$ cat src/rtl/pswallow_pkg.sv
package pswallow_pkg;
  localparam int A_W = 6;
  localparam int B_W = 11;

  typedef struct packed {
    logic [A_W-1:0] a;
    logic [B_W-1:0] b;
    logic           p64;
  } div_cfg_t;

  // valid when B is nonzero and not smaller than A
  function automatic logic cfg_ok(div_cfg_t c);
    return (c.b != '0) && (B_W'(c.a) <= c.b);
  endfunction
endpackage

$ cat src/rtl/swallow_cfg.sv
module swallow_cfg
  import pswallow_pkg::*;
(
  input  logic     clk,
  input  logic     rst,
  input  logic     load,
  input  div_cfg_t wr_cfg,
  input  logic     boundary,
  output div_cfg_t act_cfg,
  output div_cfg_t nxt_cfg,
  output logic     act_bad
);
  div_cfg_t shd_q;
  logic     pend_q;

  // configuration that governs the period starting at this boundary
  assign nxt_cfg = (boundary && pend_q) ? shd_q : act_cfg;

  always_ff @(posedge clk) begin
    if (rst) begin
      shd_q   <= '0;
      pend_q  <= 1'b0;
      act_cfg <= '0;
      act_bad <= 1'b1;
    end else begin
      if (load) begin
        shd_q  <= wr_cfg;
        pend_q <= 1'b1;
      end else if (boundary && pend_q) begin
        pend_q <= 1'b0;
      end
      if (boundary) begin
        act_cfg <= nxt_cfg;
        act_bad <= !cfg_ok(nxt_cfg);
      end
    end
  end

  // active configuration only moves at a boundary
  a_r5_hold_mid_period: assert property (@(posedge clk) disable iff (rst)
    !boundary |=> $stable(act_cfg));

  // a configuration not flagged bad satisfies B >= A, B > 0
  a_r6_flag_consistent: assert property (@(posedge clk) disable iff (rst)
    !act_bad |-> (act_cfg.b != '0 && B_W'(act_cfg.a) <= act_cfg.b));
endmodule

$ cat src/rtl/swallow_cnt.sv
module swallow_cnt
  import pswallow_pkg::*;
(
  input  logic     clk,
  input  logic     rst,
  input  logic     pwr_dn,
  input  div_cfg_t nxt_cfg,
  output logic     boundary,
  output logic     mod_q,
  output logic     pulse_q
);
  logic [B_W-1:0] st_b, nx_b;
  logic [A_W-1:0] st_a, nx_a;

  // idle (st_b == 0) or last cycle of a period (st_b == 1)
  assign boundary = !pwr_dn && (st_b <= B_W'(1));

  always_comb begin
    if (pwr_dn) begin
      nx_b = '0;
      nx_a = '0;
    end else if (boundary) begin
      if (cfg_ok(nxt_cfg)) begin
        nx_b = nxt_cfg.b;
        nx_a = nxt_cfg.a;
      end else begin
        nx_b = '0;
        nx_a = '0;
      end
    end else begin
      nx_b = st_b - B_W'(1);
      nx_a = (st_a != '0) ? st_a - A_W'(1) : '0;
    end
  end

  always_ff @(posedge clk) begin
    if (rst) begin
      st_b    <= '0;
      st_a    <= '0;
      mod_q   <= 1'b0;
      pulse_q <= 1'b0;
    end else begin
      st_b    <= nx_b;
      st_a    <= nx_a;
      mod_q   <= (nx_a != '0);
      pulse_q <= (nx_b == B_W'(1));
    end
  end

  // swallow cycles never outlast the period
  a_r2_swallow_within_period: assert property (@(posedge clk) disable iff (rst)
    B_W'(st_a) <= st_b);

  // mid-period the main count steps down by one
  a_r3_count_down: assert property (@(posedge clk) disable iff (rst)
    (st_b > B_W'(1) && !pwr_dn) |=> st_b == $past(st_b) - B_W'(1));

  // power-down clears counters and silences outputs
  a_r7_pd_clears: assert property (@(posedge clk) disable iff (rst)
    pwr_dn |=> (st_b == '0 && !mod_q && !pulse_q));
endmodule

$ cat src/rtl/pswallow_div.sv
module pswallow_div
  import pswallow_pkg::*;
(
  input  logic           clk,
  input  logic           rst,
  input  logic           pwr_dn,
  input  logic           cfg_load,
  input  logic [A_W-1:0] cfg_a,
  input  logic [B_W-1:0] cfg_b,
  input  logic           cfg_p64,
  output logic           mod_ctl,
  output logic           div_pulse,
  output logic           pre_sel,
  output logic           cfg_bad
);
  div_cfg_t wr_cfg, act_cfg, nxt_cfg;
  logic     boundary;

  assign wr_cfg = '{a: cfg_a, b: cfg_b, p64: cfg_p64};

  swallow_cfg u_cfg (
    .clk      (clk),
    .rst      (rst),
    .load     (cfg_load),
    .wr_cfg   (wr_cfg),
    .boundary (boundary),
    .act_cfg  (act_cfg),
    .nxt_cfg  (nxt_cfg),
    .act_bad  (cfg_bad)
  );

  swallow_cnt u_cnt (
    .clk      (clk),
    .rst      (rst),
    .pwr_dn   (pwr_dn),
    .nxt_cfg  (nxt_cfg),
    .boundary (boundary),
    .mod_q    (mod_ctl),
    .pulse_q  (div_pulse)
  );

  assign pre_sel = act_cfg.p64;

  // rejected configuration keeps outputs quiet
  a_r6_bad_silent: assert property (@(posedge clk) disable iff (rst)
    cfg_bad |-> (!div_pulse && !mod_ctl));

  // prescaler size changes only at a period boundary
  a_r4_psel_at_boundary: assert property (@(posedge clk) disable iff (rst)
    (pre_sel != $past(pre_sel)) |-> $past(boundary));
endmodule

$ cat config.mk
export PLATFORM = sky130hd
export DESIGN_NAME = pswallow_div
export DESIGN_NICKNAME = d
export VERILOG_FILES = /design/src/rtl/pswallow_pkg.sv /design/src/rtl/swallow_cfg.sv /design/src/rtl/swallow_cnt.sv /design/src/rtl/pswallow_div.sv
export SDC_FILE = /design/constraint.sdc
export NUM_CORES = 1
export LEC_CHECK = 0
export BUFFER_PORTS_ARGS = -buffer_cell sky130_fd_sc_hd__buf_2
export CELL_PAD_IN_SITES_DETAIL_PLACEMENT = 1
export CELL_PAD_IN_SITES_GLOBAL_PLACEMENT = 1
export CORE_MARGIN = 3
export CORE_UTILIZATION = 45
export DETAILED_ROUTE_END_ITERATION = 10
export PLACE_DENSITY = 0.87
export SYNTH_ARGS = -nofsm -noshare
export SYNTH_HDL_FRONTEND = slang
export SYNTH_SLANG_ARGS = --single-unit
$ cat constraint.sdc
create_clock -name clk -period 4.2 [get_ports clk]
set_clock_uncertainty 0.15 [all_clocks]
set_input_delay 0.21 -clock clk [delete_from_list [all_inputs] [get_ports clk]]
set_output_delay 0.21 -clock clk [all_outputs]
set_load 0.1 [all_outputs]
==> flow_metrics.env <==
export IMPL_yosys_area_top_type="dfxtp_1"
export IMPL_yosysUniqueCellTypes=48
export IMPL_drtPass1Iterations=4
export IMPL_rows=28
export IMPL_drv_cap=0
export IMPL_drtIter0Drc=122
export IMPL_power_density_nw_per_um2=775
export IMPL_die_w_um=85.2
export IMPL_synth_edf_count=0
export IMPL_drt_antenna_violating_nets=0
export IMPL_grt_start_max_net_pins=42
export IMPL_routedWlPerCell_um=19.4
export IMPL_routed_wl_um=8370
export IMPL_syn_area_um2=2820
export IMPL_hold_viol=0
export IMPL_period_needed_ns=3.91
export IMPL_cts_sink_count=57
export IMPL_r2r_start="u_cnt.st_b[0]"
export IMPL_crit_type="reg2reg"
export IMPL_avgViaCountPerCell=5.71
export IMPL_min_from="cfg_b[2]"
export IMPL_worstSkewPairLatency_ns=0.35
export IMPL_leakagePower_nw=1.46
export IMPL_overflow=0
export IMPL_grt_pass1_wl_um=13800
export IMPL_cts_buffers=9
export IMPL_drive_gt1_share_pct=16.0
export IMPL_ir_drop_mv=0.560
export IMPL_worstPathMaxFanout=14
export IMPL_cts_tree="built"
export IMPL_ys_flop_type="dfxtp_1"
export IMPL_slowest_delay_ns=0.47
export IMPL_max_slew_margin_rel_pct=48.1
export IMPL_grt_pass1_vias=2717
export IMPL_postSynthAreaPerCell_um2=9.08
export IMPL_cts_setup_buffers=0
export IMPL_syn_to_final_growth_pct=18.7
export IMPL_synth_nets=342
export IMPL_synthCells=311
export IMPL_numPortBuffers=25
export IMPL_antenna_found_initial=0
export IMPL_r2r_worst_path_cells=14
export IMPL_synth_top_area_share_pct=40.4
export IMPL_fin_crit_sh_pct=93.0
export IMPL_clk_pin_slew_worst_paths_ns=0.07
export IMPL_core_um2=5990
export IMPL_holdCritPathClass="in2reg"
export IMPL_fin_ws_ns=0.295
export IMPL_dp_slack_ns=0.339
export IMPL_reg2reg_setup_slack_ns=0.29
export IMPL_finalMaxSlewViolations=0
export IMPL_yosysMostFrequentCell="dfxtp_1"
export IMPL_synthTopCellsByArea="dfxtp_1, mux2i_1, nor2_1"
export IMPL_rsz0062_at_grt="false"
export IMPL_worst_slew_pin_slew_ns=0.778
export IMPL_vias=2468
export IMPL_dp_hpwl_um=5440
export IMPL_worstSetupEndpointType="flop"
export IMPL_r2r_end="u_cnt.mod_q"
export IMPL_top_level_ports=26
export IMPL_synthArstFlopShare_pct=0
export IMPL_critPathLaunchType="flop"
export IMPL_hold_path_endpoint="u_cfg.shd_q[3]"
export IMPL_initial_utilization_pct=47.1
export IMPL_cp_num_buf_inv=2
export IMPL_nets=383
export IMPL_drc_errors=0
export IMPL_grt_util_all_layers_pct=24.5
export IMPL_gp_congestion=0.845
export IMPL_htree_num_levels=3
export IMPL_synth_seq_cells=57
export IMPL_antenna_cells=0
export IMPL_whs_path_depth=3
export IMPL_die_y_um=85.2
export IMPL_cts_root_buffer="clkbuf_8"
export IMPL_die_area_um2=7260
export IMPL_synthTopCellsByCount="dfxtp_1, nor2_1, mux2i_1"
export IMPL_crit_path_top_delay_cell="and4_1"
export IMPL_synth_seq_area_share_pct=40.4
export IMPL_finalSetupViolCount=0
export IMPL_status="finished clean"
export IMPL_yosysWarnings=0
export IMPL_crit_family="compound AO/OA/AOI/OAI gates"
export IMPL_fmax_mhz=256
export IMPL_crit_arrival_ns=3.96
export IMPL_cp_required_ns=4.26
export IMPL_finalSetupTns_ns=0
export IMPL_clockBufferDepth=2
export IMPL_crit_chain="ha_1 > o21bai_1 > and4_1 > buf_4 > mux2i_1 > inv_1 > ha_1 > a21boi_0 > o21ai_0 > mux2i_1 > o22ai_1 > a21oi_1 > a21o_2 > o221ai_1"
report_power, final:
group | switching (mW) | leakage, nW | total [mW] | internal, mW
Combinational | 0.777 | 0.897 | 1.30 | 0.526
Sequential | 0.135 | 0.465 | 0.782 | 0.647
Clock | 0.224 | 0.0974 | 0.513 | 0.289
Total | 1.14 | 1.46 | 2.60 | 1.46
kinds of logic after synthesis:
logic type,synth area share (%)
flip-flops,40.4
XOR/XNOR,3.41
adder cells (fa/ha/maj),3.99
buffers and inverters,4.65
AND/OR/NAND/NOR,22.8
multiplexers,14.4
AO/OA/AOI/OAI,10.4
layout make-up:
cell class	instances	area (µm²)
multi-input combinational	225	1550
tap	75	93.8
sequential	57	1140
clock inverter	3	40.0
clock buffer	13	149
fill	696	2640
timing repair buffer	46	325
inverter	13	48.8
worst reg2reg max path, cell delays in order, from the launching register on:
cell,delay (ns)
dfxtp_1,0.46
ha_1,0.19
o21bai_1,0.18
and4_1,0.47
buf_4,0.32
mux2i_1,0.32
inv_1,0.11
ha_1,0.26
a21boi_0,0.22
o21ai_0,0.11
mux2i_1,0.13
o22ai_1,0.10
a21oi_1,0.27
a21o_2,0.35
o221ai_1,0.14
per-layer routing:
layer / global-route usage, % / share of wire [%] / up-vias
met4: 11.2 / 2.8 / 0
met2: 44.6 / 53 / 41
met3: 4.66 / 3.0 / 18
met1: 27.2 / 41 / 1232
li1: - / - / 1177
met5: 0 / 0 / -
state kept, by name (all words and copies together), names as in the netlist:
name	flops
u_cnt.st_a	6
u_cfg.act_cfg	18
u_cfg.pend_q	1
u_cnt.mod_q	1
u_cfg.act_bad	1
u_cnt.st_b	11
u_cfg.shd_q	18
u_cnt.pulse_q	1
metrics by stage:
stage                     util [%]  hold slack, ns  instances  power (mW)  instance area (µm²)
final                         55.9         0.00741        432        2.60                 3350
after global routing          55.9         0.00247        432        2.78                 3350
after CTS                     55.9        0.000727        432        2.59                 3350
after detailed placement      49.9           0.292        399        2.05                 2990
after global placement        49.9           0.292        399        2.00                 2990
after floorplan                  -           0.207        311        1.77                 2820
what timing repair did:
action,in CTS,in global routing
hold buffers,17,0
endpoints found under the setup margin,0,12
gates resized for setup,0,1
endpoints found under the hold margin,17,0
placed cells by master (no fill, tap or decap), types with 4 or more instances in the layout:
cell           instances
xor2_1                 9
a21oi_1               12
dfxtp_1               57
buf_4                  4
clkbuf_8              10
mux2i_1               36
o22ai_1                5
ha_1                   9
nor2b_1                6
nand3_1                6
nand2_1               20
a211oi_1               5
mux2_2                 4
buf_2                 25
nor3_1                13
nand4_1                4
dlygate4sd3_1         17
o21ai_0                6
inv_1                 13
nor2_1                46
how the worst max path moves through the flow:
| stage | start | end | slack, ns | cells past startpoint |
|---|---|---|---|---|
| 5_1_grt | u_cnt.st_b[0] | u_cnt.mod_q | 0.03 | 14 |
| 6_report | u_cnt.st_b[0] | u_cnt.mod_q | 0.29 | 14 |
| 3_3_place_gp | u_cnt.st_b[0] | u_cnt.mod_q | 0.55 | 14 |
| 3_5_place_dp | u_cnt.st_b[0] | u_cnt.mod_q | 0.34 | 14 |
| 2_1_floorplan | u_cnt.st_b[0] | u_cnt.mod_q | 0.85 | 16 |
| 4_1_cts | u_cnt.st_b[0] | u_cnt.mod_q | 0.25 | 14 |
(Power assumes the default switching activity.)
